`src/rtl/dx_pkg.sv`:
```
package dx_pkg;
  // Which token a device expects to receive with its next incoming pulse
  typedef enum logic {
    DUE_WR = 1'b0,
    DUE_RD = 1'b1
  } due_e;
endpackage

```
`src/rtl/dx_store.sv`:
```
module dx_store #(
  parameter int WIDTH = 9,
  parameter int DEPTH = 4,
  localparam int AW = $clog2(DEPTH)
) (
  input  logic             clk,
  input  logic             rst,
  input  logic             we,
  input  logic [AW-1:0]    waddr,
  input  logic [WIDTH-1:0] wdata,
  input  logic             re,
  input  logic [AW-1:0]    raddr,
  output logic [WIDTH-1:0] q,
  output logic             q_vld
);
  logic [WIDTH-1:0] mem [DEPTH];

  // Plain write port and registered read port, so block RAM can be inferred
  always_ff @(posedge clk) begin
    if (we) mem[waddr] <= wdata;
  end

  always_ff @(posedge clk) begin
    if (re) q <= mem[raddr];
  end

  always_ff @(posedge clk) begin
    if (rst) q_vld <= 1'b0;
    else     q_vld <= re;
  end
endmodule

```
`src/rtl/dx_loc_ctr.sv`:
```
module dx_loc_ctr #(
  parameter int DEPTH = 4,
  localparam int AW = $clog2(DEPTH)
) (
  input  logic          clk,
  input  logic          rst,
  input  logic          wr_fire,
  input  logic          rd_fire,
  output logic [AW-1:0] wptr,
  output logic [AW-1:0] rptr,
  output logic          full_n,
  output logic          empty_n,
  output logic          wr_last,
  output logic          rd_last
);
  localparam logic [AW:0]   CAP     = (AW+1)'(DEPTH);
  localparam logic [AW-1:0] LASTLOC = {AW{1'b1}};

  logic [AW:0] cnt;

  always_ff @(posedge clk) begin
    if (rst) begin
      wptr <= '0;
      rptr <= '0;
      cnt  <= '0;
    end else begin
      if (wr_fire) wptr <= wptr + 1'b1;
      if (rd_fire) rptr <= rptr + 1'b1;
      case ({wr_fire, rd_fire})
        2'b10:   cnt <= cnt + 1'b1;
        2'b01:   cnt <= cnt - 1'b1;
        default: cnt <= cnt;
      endcase
    end
  end

  assign full_n  = (cnt != CAP);
  assign empty_n = (cnt != '0);
  assign wr_last = wr_fire && (wptr == LASTLOC);
  assign rd_last = rd_fire && (rptr == LASTLOC);


  cnt_bound_chk: assert property (@(posedge clk) disable iff (rst)
    cnt <= CAP);


  full_hold_chk: assert property (@(posedge clk) disable iff (rst)
    (!full_n && !rd_fire) |=> (!full_n && $stable(wptr)));


  empty_hold_chk: assert property (@(posedge clk) disable iff (rst)
    (!empty_n && !wr_fire) |=> (!empty_n && $stable(rptr)));
endmodule

```
`src/rtl/dx_token_ctrl.sv`:
```
module dx_token_ctrl
  import dx_pkg::*;
(
  input  logic clk,
  input  logic rst,
  input  logic fl_n,
  input  logic wr_last,
  input  logic rd_last,
  input  logic xi_n,
  output logic xo_n,
  output logic wr_tok,
  output logic rd_tok
);
  due_e due;

  // Handoff pulse, low for the cycle in which the last location is used
  assign xo_n = !(wr_last || rd_last);

  always_ff @(posedge clk) begin
    if (rst) begin
      wr_tok <= !fl_n;
      rd_tok <= !fl_n;
      due    <= DUE_WR;
    end else begin
      if (wr_last) wr_tok <= 1'b0;
      if (rd_last) rd_tok <= 1'b0;
      if (!xi_n) begin
        if (due == DUE_WR) begin
          wr_tok <= 1'b1;
          due    <= DUE_RD;
        end else begin
          rd_tok <= 1'b1;
          due    <= DUE_WR;
        end
      end
    end
  end


  wr_pass_chk: assert property (@(posedge clk) disable iff (rst)
    (wr_last && xi_n) |=> !wr_tok);


  rd_pass_chk: assert property (@(posedge clk) disable iff (rst)
    (rd_last && xi_n) |=> !rd_tok);


  wr_take_chk: assert property (@(posedge clk) disable iff (rst)
    (!xi_n && due == DUE_WR) |=> wr_tok);


  rd_take_chk: assert property (@(posedge clk) disable iff (rst)
    (!xi_n && due == DUE_RD) |=> rd_tok);


  wr_keep_chk: assert property (@(posedge clk) disable iff (rst)
    (wr_tok && !wr_last) |=> wr_tok);
endmodule

```
`src/rtl/dx_node.sv`:
```
module dx_node #(
  parameter int WIDTH = 9,
  parameter int DEPTH = 4,
  localparam int AW = $clog2(DEPTH)
) (
  input  logic             clk,
  input  logic             rst,
  input  logic             fl_n,
  input  logic             wr_req,
  input  logic [WIDTH-1:0] wr_data,
  input  logic             rd_req,
  input  logic             xi_n,
  output logic             xo_n,
  output logic             wr_tok,
  output logic             rd_tok,
  output logic             full_n,
  output logic             empty_n,
  output logic [WIDTH-1:0] q,
  output logic             q_vld
);
  logic [AW-1:0] wptr, rptr;
  logic          wr_fire, rd_fire, wr_last, rd_last;

  assign wr_fire = wr_req && wr_tok && full_n;
  assign rd_fire = rd_req && rd_tok && empty_n;

  dx_loc_ctr #(.DEPTH(DEPTH)) u_ctr (
    .clk     (clk),
    .rst     (rst),
    .wr_fire (wr_fire),
    .rd_fire (rd_fire),
    .wptr    (wptr),
    .rptr    (rptr),
    .full_n  (full_n),
    .empty_n (empty_n),
    .wr_last (wr_last),
    .rd_last (rd_last)
  );

  dx_token_ctrl u_tok (
    .clk     (clk),
    .rst     (rst),
    .fl_n    (fl_n),
    .wr_last (wr_last),
    .rd_last (rd_last),
    .xi_n    (xi_n),
    .xo_n    (xo_n),
    .wr_tok  (wr_tok),
    .rd_tok  (rd_tok)
  );

  dx_store #(.WIDTH(WIDTH), .DEPTH(DEPTH)) u_mem (
    .clk   (clk),
    .rst   (rst),
    .we    (wr_fire),
    .waddr (wptr),
    .wdata (wr_data),
    .re    (rd_fire),
    .raddr (rptr),
    .q     (q),
    .q_vld (q_vld)
  );

  // one handoff line, so both last locations never coincide
  dual_last_chk: assert property (@(posedge clk) disable iff (rst)
    !(wr_last && rd_last));
endmodule

```
`src/rtl/dx_fifo_ring.sv`:
```
module dx_fifo_ring #(
  parameter int NDEV  = 4,
  parameter int DEPTH = 4,
  parameter int WIDTH = 9
) (
  input  logic             clk,
  input  logic             rst,
  input  logic [NDEV-1:0]  first_load_n,
  input  logic             wr_en,
  input  logic [WIDTH-1:0] wr_data,
  input  logic             rd_en,
  output logic [WIDTH-1:0] rd_data,
  output logic             rd_valid,
  output logic             full_n,
  output logic             empty_n,
  output logic [NDEV-1:0]  wr_sel,
  output logic [NDEV-1:0]  rd_sel
);
  logic [NDEV-1:0]  xo_n, xi_n, dev_full_n, dev_empty_n, dev_vld;
  logic [WIDTH-1:0] dev_q [NDEV];
  logic [WIDTH-1:0] mux_q;
  logic             any_vld;

  for (genvar g = 0; g < NDEV; g++) begin : g_dev
    localparam int PREV = (g + NDEV - 1) % NDEV;
    assign xi_n[g] = xo_n[PREV];

    dx_node #(.WIDTH(WIDTH), .DEPTH(DEPTH)) u_node (
      .clk     (clk),
      .rst     (rst),
      .fl_n    (first_load_n[g]),
      .wr_req  (wr_en),
      .wr_data (wr_data),
      .rd_req  (rd_en),
      .xi_n    (xi_n[g]),
      .xo_n    (xo_n[g]),
      .wr_tok  (wr_sel[g]),
      .rd_tok  (rd_sel[g]),
      .full_n  (dev_full_n[g]),
      .empty_n (dev_empty_n[g]),
      .q       (dev_q[g]),
      .q_vld   (dev_vld[g])
    );
  end

  // Composite active-low flags
  assign full_n  = |dev_full_n;
  assign empty_n = |dev_empty_n;

  always_comb begin
    mux_q   = '0;
    any_vld = 1'b0;
    for (int i = 0; i < NDEV; i++) begin
      any_vld = any_vld | dev_vld[i];
      if (dev_vld[i]) mux_q = mux_q | dev_q[i];
    end
  end

  always_ff @(posedge clk) begin
    if (rst) begin
      rd_valid <= 1'b0;
      rd_data  <= '0;
    end else begin
      rd_valid <= any_vld;
      rd_data  <= mux_q;
    end
  end


  wr_one_chk: assert property (@(posedge clk) disable iff (rst)
    $countones(wr_sel) == 1);


  rd_one_chk: assert property (@(posedge clk) disable iff (rst)
    $countones(rd_sel) == 1);


  vld_one_chk: assert property (@(posedge clk) disable iff (rst)
    $onehot0(dev_vld));
endmodule

```
`config.mk`:
```
export PLATFORM = sky130hd
export DESIGN_NAME = dx_fifo_ring
export DESIGN_NICKNAME = d
export VERILOG_FILES = /design/src/rtl/dx_pkg.sv /design/src/rtl/dx_store.sv /design/src/rtl/dx_loc_ctr.sv /design/src/rtl/dx_token_ctrl.sv /design/src/rtl/dx_node.sv /design/src/rtl/dx_fifo_ring.sv
export SDC_FILE = /design/constraint.sdc
export NUM_CORES = 1
export LEC_CHECK = 0
export ABC_CLOCK_PERIOD_IN_PS = 2400
export BUFFER_PORTS_ARGS = -buffer_cell sky130_fd_sc_hd__buf_4
export CAP_MARGIN = 20
export CORE_ASPECT_RATIO = 1.75
export CORE_MARGIN = 5
export CORE_UTILIZATION = 55
export DETAILED_ROUTE_END_ITERATION = 10
export GPL_ROUTABILITY_DRIVEN = 1
export GPL_TIMING_DRIVEN = 0
export PLACE_DENSITY = 0.82
export SLEW_MARGIN = 30
export SYNTH_ARGS = -nofsm -noshare
export SYNTH_HDL_FRONTEND = slang
export SYNTH_SLANG_ARGS = --single-unit
```
`constraint.sdc`:
```
create_clock -name clk -period 2.4 [get_ports clk]
set_input_delay 0.12 -clock clk [delete_from_list [all_inputs] [get_ports clk]]
set_output_delay 0.12 -clock clk [all_outputs]
set_load 0.005 [all_outputs]
```
[Word-level counts from Yosys, hierarchy flattened]
Memory sizes are Yosys's and may differ from the RTL's. A register that Yosys moved wholly into a read port is not among the register bits.
Cells that the tools add are included.
Storage, ports and cells
  bits in registers: 54
  RAM bits: 144
  input bits: 17
  output and inout port bits: 20
  word-level logic and storage cells: 170
  memories kept: 4
Operators by class
  add/sub/neg operators: 16
  equal/unequal tests: 20
  mux-type cells: 52
  bitwise gates (word level): 6
  reductions and logical operators: 42
Memory list
  g_dev[0].u_node.u_mem.mem: depth 4, width 9, rd ports 1, clocked after Yosys merged registers in 1, wr ports 1, RTL line dx_store.sv:16  | logic [WIDTH-1:0] mem [DEPTH];
  g_dev[1].u_node.u_mem.mem: depth 4, width 9, rd ports 1, clocked after Yosys merged registers in 1, wr ports 1, RTL line dx_store.sv:16
  g_dev[2].u_node.u_mem.mem: depth 4, width 9, rd ports 1, clocked after Yosys merged registers in 1, wr ports 1, RTL line dx_store.sv:16
  g_dev[3].u_node.u_mem.mem: depth 4, width 9, rd ports 1, clocked after Yosys merged registers in 1, wr ports 1, RTL line dx_store.sv:16
Operators by type and width (number)
  $mux 1: 44
  $mux 9: 4
  $or 9x9->9: 3
  $eq 2x2->1 const B: 12
  $logic_and 1x1->1: 24
  $pmux 3 s2: 4
  $add 2x1->2 const B: 8
  $add 3x1->3 const B: 4
  $ne 3x3->1 const B: 4
  $reduce_bool 3->1: 4
  $sub 3x1->3 const B: 4
  $eq 2x1->1 const B: 4
  $reduce_bool 2->1: 4
  $reduce_or 4->1: 2
  $logic_not 1->1: 4
  $logic_or 1x1->1: 4
  $or 1x1->1: 3

[Longest topological paths before layout]
  depth after elaboration: 7
  gate-level depth with buffers: 10

[Hierarchy]
A second synthesis with hierarchy kept.
Unflattened totals
  cells, all modules: 498
  area, all modules: 8842.2 um^2
By module, submodules not included
  dx_store: instances 4, cells an instance 62, area an instance 1627.8 um^2, seq. area each 1371.3 um^2
  dx_loc_ctr: instances 4, cells an instance 36, area an instance 339.1 um^2, seq. area each 140.1 um^2
  dx_token_ctrl: instances 4, cells an instance 13, area an instance 123.9 um^2, seq. area each 60.1 um^2
  dx_fifo_ring: instances 1, cells an instance 46, area an instance 429.2 um^2, seq. area each 200.2 um^2
  dx_node: instances 4, cells an instance 2, area an instance 12.5 um^2, seq. area each 0.0 um^2

[Worst setup path before layout]
Ideal clock, no wire load.
  path type: register to register
  start: register g_dev[0].u_node.u_ctr.cnt[2]
  end: register g_dev[0].u_node.u_ctr.cnt[2]
  data arrival time: 2.392 ns
  data required time: 2.330 ns
  setup slack: -0.063 ns
  cell stages (with the launch flop): 11
  path buffers: 1
  clock period less this slack: 2.463 ns
  path through: dfxtp_1 > or3b_1 > and3_2 > clkbuf_1 > inv_1 > ha_1 > inv_1 > fa_1 > xor2_1 > or3_2 > a21oi_1
On the way
  cells in the longest elaborated chain, start to end: 4
  elaborated cells between the ends (all ways): 10
  those cells by class: 2 x add/sub; 3 x eq/ne; 1 x mux; 4 x reduce/logical
RTL lines
  start, declared: RTL line dx_loc_ctr.sv:19  | logic [AW:0] cnt;
  start signal, assigned: RTL line dx_loc_ctr.sv:30  | 2'b10: cnt <= cnt + 1'b1;
  start signal, assigned: RTL line dx_loc_ctr.sv:31  | 2'b01: cnt <= cnt - 1'b1;
  start signal, assigned: RTL line dx_loc_ctr.sv:32  | default: cnt <= cnt;
  $ne 3x3->1 / $reduce_bool 3->1 (equally long branches): RTL line dx_loc_ctr.sv:37, dx_loc_ctr.sv:38
  $logic_and 1x1->1 (on tied branches): RTL line dx_node.sv:24, dx_node.sv:25
  $eq 2x1->1 / $eq 2x2->1 (equally long branches): RTL line dx_loc_ctr.sv:29  | case ({wr_fire, rd_fire})
  $pmux 3 s2 / $reduce_bool 2->1 (equally long branches)
Several ways; a longest one is shown, not always the timed one.
A chain may end at the register's enable or synchronous reset.

[Worst setup path after layout]
  start: register g_dev[0].u_node.u_ctr.cnt[0]
  end: register g_dev[0].u_node.u_ctr.cnt[2]
The elaborated chain is that of the path after synthesis.

==> impl_metrics.tcl <==
set metrics [dict create \
    run_status "finished, final reports clean" \
    grt.busiest_layer "met2" \
    holdPathEnd "g_dev[1].u_node.u_ctr.cnt[2]" \
    fin_nets 688 \
    fmax_mhz 421 \
    rsz0062_at_grt "true" \
    fillers 1081 \
    rr_worst_depth 9 \
    gp_congestion 0.857 \
    drtAntennaViolNets 0 \
    total_power_mw 8.45 \
    ys_warn_count 0 \
    async_flop_share 0 \
    start_util 0.559 \
    wl_per_cell_um 22.1 \
    swShare 0.216 \
    dr_total_vias 5069 \
    grt-ovfl-total 0 \
    p_clk_frac 0.381 \
    syn_inst 559 \
    drv_slew 0 \
    dp.cells 818 \
    worstSkewPairLatency_ns 0.50 \
    die_area_mm2 0.0195 \
    synth_cell_types 37 \
    whs_path_depth 2 \
    ys_seq_elements 234 \
    dp_hpwl_um 12900 \
    grt_use_total 0.204 \
    cap_viol_max_count 0 \
    switching_power_mw 1.82 \
    cts_buffers 21 \
    hp-class "primary input to flip-flop" \
    chipWidth_um 108 \
    cts_htree_levels 1 \
    cts_root_buf "clkbuf_16" \
    pwr-share-seq 0.543 \
    min_from "rst" \
    fp.dieH_um 181 \
    portBuffers 35 \
    grt_pass1_vias 5431 \
    grt_max_degree 17 \
    drive_above_1_share 0.274 \
    power.static_leakage_nw 3.67 \
    period_share 0.990 \
    final_cell_mix "edfxtp_1 (180), buf_4 (60), dfxtp_1 (43)" \
    path_clk_slew_ns 0.07 \
    detail_route.first_pass.iterations 5 \
    crit_chain "or3b_4 > and3_4 > inv_4 > ha_4 > inv_2 > fa_2 > xor2_2 > or3_4 > a21oi_2" \
    cp_slowest_cell "or3b_4" \
    tightest_slew_ns 0.760 \
    peakVddDrop_v 0.000597 \
    grt_use_met2 0.375 \
    synth-edff-count 180 \
    rows 62 \
    powerDensity_mw_per_mm2 781 \
    drc 0 \
    met1_usage 0.222 \
    layout_setup_ws_ns 0.0245 \
    reg2reg_slack_ns 0.02 \
    critical_path_class "flip-flop to flip-flop" \
    finalSetupViolCount 0 \
    comb_power_share 0.077 \
    core_area_mm2 0.0164 \
    layout_commonest_cell "edfxtp_1" \
    timing.rr.start "g_dev[0].u_node.u_ctr.cnt[0]" \
    area_delta_synth_final_pct 17.6 \
    grt_use_met3 0.0243 \
    synth-seq-area-share 0.705 \
    min_period_ns 2.38 \
    avgViaCountPerCell 5.75 \
    hold_viol_final 0 \
    final_util 0.658 \
    grt_pass1_wl_um 30000 \
    synth_fp_nets 604 \
    cp_top_family "simple AND/OR/NAND/NOR gates" \
    worst_setup_path_start_kind "flip-flop" \
    cp-end-kind "flip-flop" \
    critPathMaxFanout 5 \
    critPathMaxStageDelay_ns 0.40 \
    pre_cts_slack_ns -0.330 \
    slew_headroom 0.493 \
    clock_sinks 234 \
    fin_cells 881 \
    synth_area_mm2 0.00920 \
    crit_required_ns 2.82 \
    wl_um 19500 \
    ios 37 \
    syn_area_per_cell_um2 16.5 \
    internal_power_mw 6.63 \
    yosys_most_used_dff "edfxtp_1" \
    skew_ns 0.0227 \
    cts_tree "built" \
    grt_antenna_before_repair 0 \
    worst_r2r_endpoint "g_dev[0].u_node.u_ctr.cnt[2]" \
    n_antenna_cell 0 \
    clk_path_buf_depth 3 \
    cp_num_buf_inv 2 \
    first_iter_violations 441 \
    critPathArrivalTime_ns 2.80 \
]
## routing by layer
layer | share of wire | routed length (um)
met1 | 0.34 | 6680
met2 | 0.56 | 10900
met3 | 0.045 | 885
met4 | 0.054 | 1040
met5 | 0 | 0
## metrics by stage
| stage | hold slack [ns] | area (um2) | setup TNS (ns) |
|---|---|---|---|
| 6_report | 0.0973 | 10800 | 0 |
| 5_1_grt | 0.112 | 10800 | -0.0955 |
| 4_1_cts | 0.0617 | 10700 | -0.0387 |
| 3_5_place_dp | 0.443 | 9770 | -1.04 |
| 3_3_place_gp | 0.422 | 9770 | -0.599 |
| 2_1_floorplan | 0.219 | 9230 | -0.00846 |
## registers in the layout, indices dropped and copies added, names as in the netlist
| name | cells |
|---|---|
| g_dev.u_node.u_ctr.cnt | 12 |
| g_dev.u_node.u_ctr.rptr | 8 |
| g_dev.u_node.u_ctr.wptr | 8 |
| g_dev.u_node.u_mem.mem | 144 |
| g_dev.u_node.u_mem.q | 36 |
| g_dev.u_node.u_mem.q_vld | 4 |
| g_dev.u_node.u_tok.due | 4 |
| g_dev.u_node.u_tok.rd_tok | 4 |
| g_dev.u_node.u_tok.wr_tok | 4 |
| rd_data | 9 |
| rd_valid | 1 |
## synth_stat cells, types with 3 or more instances
master	instances	area, um2
or3b_1	4	35.0
nand2_1	6	22.5
o21ai_0	6	30.0
or3_1	6	37.5
inv_1	31	116
and2_1	15	93.8
nand3b_1	7	52.6
nor4_1	3	18.8
and3_1	6	37.5
clkbuf_1	16	60.1
o2bb2ai_1	3	26.3
xor2_1	12	105
mux4_2	36	811
o31ai_1	3	22.5
mux2i_1	8	80.1
nor2_1	41	154
a22oi_1	18	135
ha_1	24	300
buf_1	4	15.0
a21oi_1	17	85.1
nand2b_1	8	50.1
edfxtp_1	180	5410
xnor2_1	5	43.8
buf_4	8	60.1
nand3_1	16	80.1
fa_1	4	80.1
buf_2	5	25.0
dfxtp_1	54	1080
## how the worst max path moves through the flow
stage                                      start                            to  slack [ns]  cells after the start
CTS                 g_dev[0].u_node.u_ctr.cnt[1]  g_dev[0].u_node.u_ctr.cnt[2]       -0.04                     10
finish              g_dev[0].u_node.u_ctr.cnt[0]  g_dev[0].u_node.u_ctr.cnt[2]        0.02                      9
detailed placement  g_dev[0].u_node.u_ctr.cnt[0]  g_dev[0].u_node.u_ctr.cnt[2]       -0.33                      9
global route        g_dev[0].u_node.u_ctr.cnt[0]  g_dev[0].u_node.u_ctr.cnt[2]       -0.03                      9
global placement    g_dev[0].u_node.u_ctr.cnt[0]  g_dev[0].u_node.u_ctr.cnt[2]       -0.25                      9
floorplan           g_dev[0].u_node.u_ctr.cnt[1]  g_dev[0].u_node.u_ctr.cnt[2]      -0.008                     10
## timing repair
item | 4_1_cts | 5_1_grt
buffers inserted | 8 | 9
endpoints found under the hold margin | 152 | 0
resized for setup | 22 | 29
pin swaps | 1 | 15
hold buffers | 13 | 0
endpoints found under the setup margin | 7 | 4
## kinds of logic (layout without fill, tap and decap cells)
family / count (synthesis) / in the layout / share of synthesized area
multiplexers: 45 / 45 / 0.0985
adder cells (fa/ha/maj): 28 / 28 / 0.0413
flip-flops: 234 / 234 / 0.705
buffers and inverters: 64 / 162 / 0.0301
XOR/XNOR: 17 / 17 / 0.0162
AO/OA/AOI/OAI: 52 / 52 / 0.0396
AND/OR/NAND/NOR: 119 / 119 / 0.0694
## cell type report
type	instances	area (um2)	share of cell area
flip-flops and latches	234	6520	0.603
clock inverters	14	128	0.0118
multi-input cells	261	2550	0.236
repair buffers	65	520	0.0481
plain buffers	29	145	0.0134
inverters	31	134	0.0124
clock buffers	23	533	0.0493
well taps	224	280	0.0259
## power by group through the flow
stage          Sequential (mW)  Combinational [mW]  Clock [mW]
2_1_floorplan             4.64               0.370           0
3_3_place_gp              4.66               0.541           0
3_5_place_dp              4.67               0.575           0
4_1_cts                   4.58               0.614        3.26
5_1_grt                   4.60               0.705        3.43
6_report                  4.59               0.647        3.22
No activity file was read; power rests on OpenSTA's default activity.
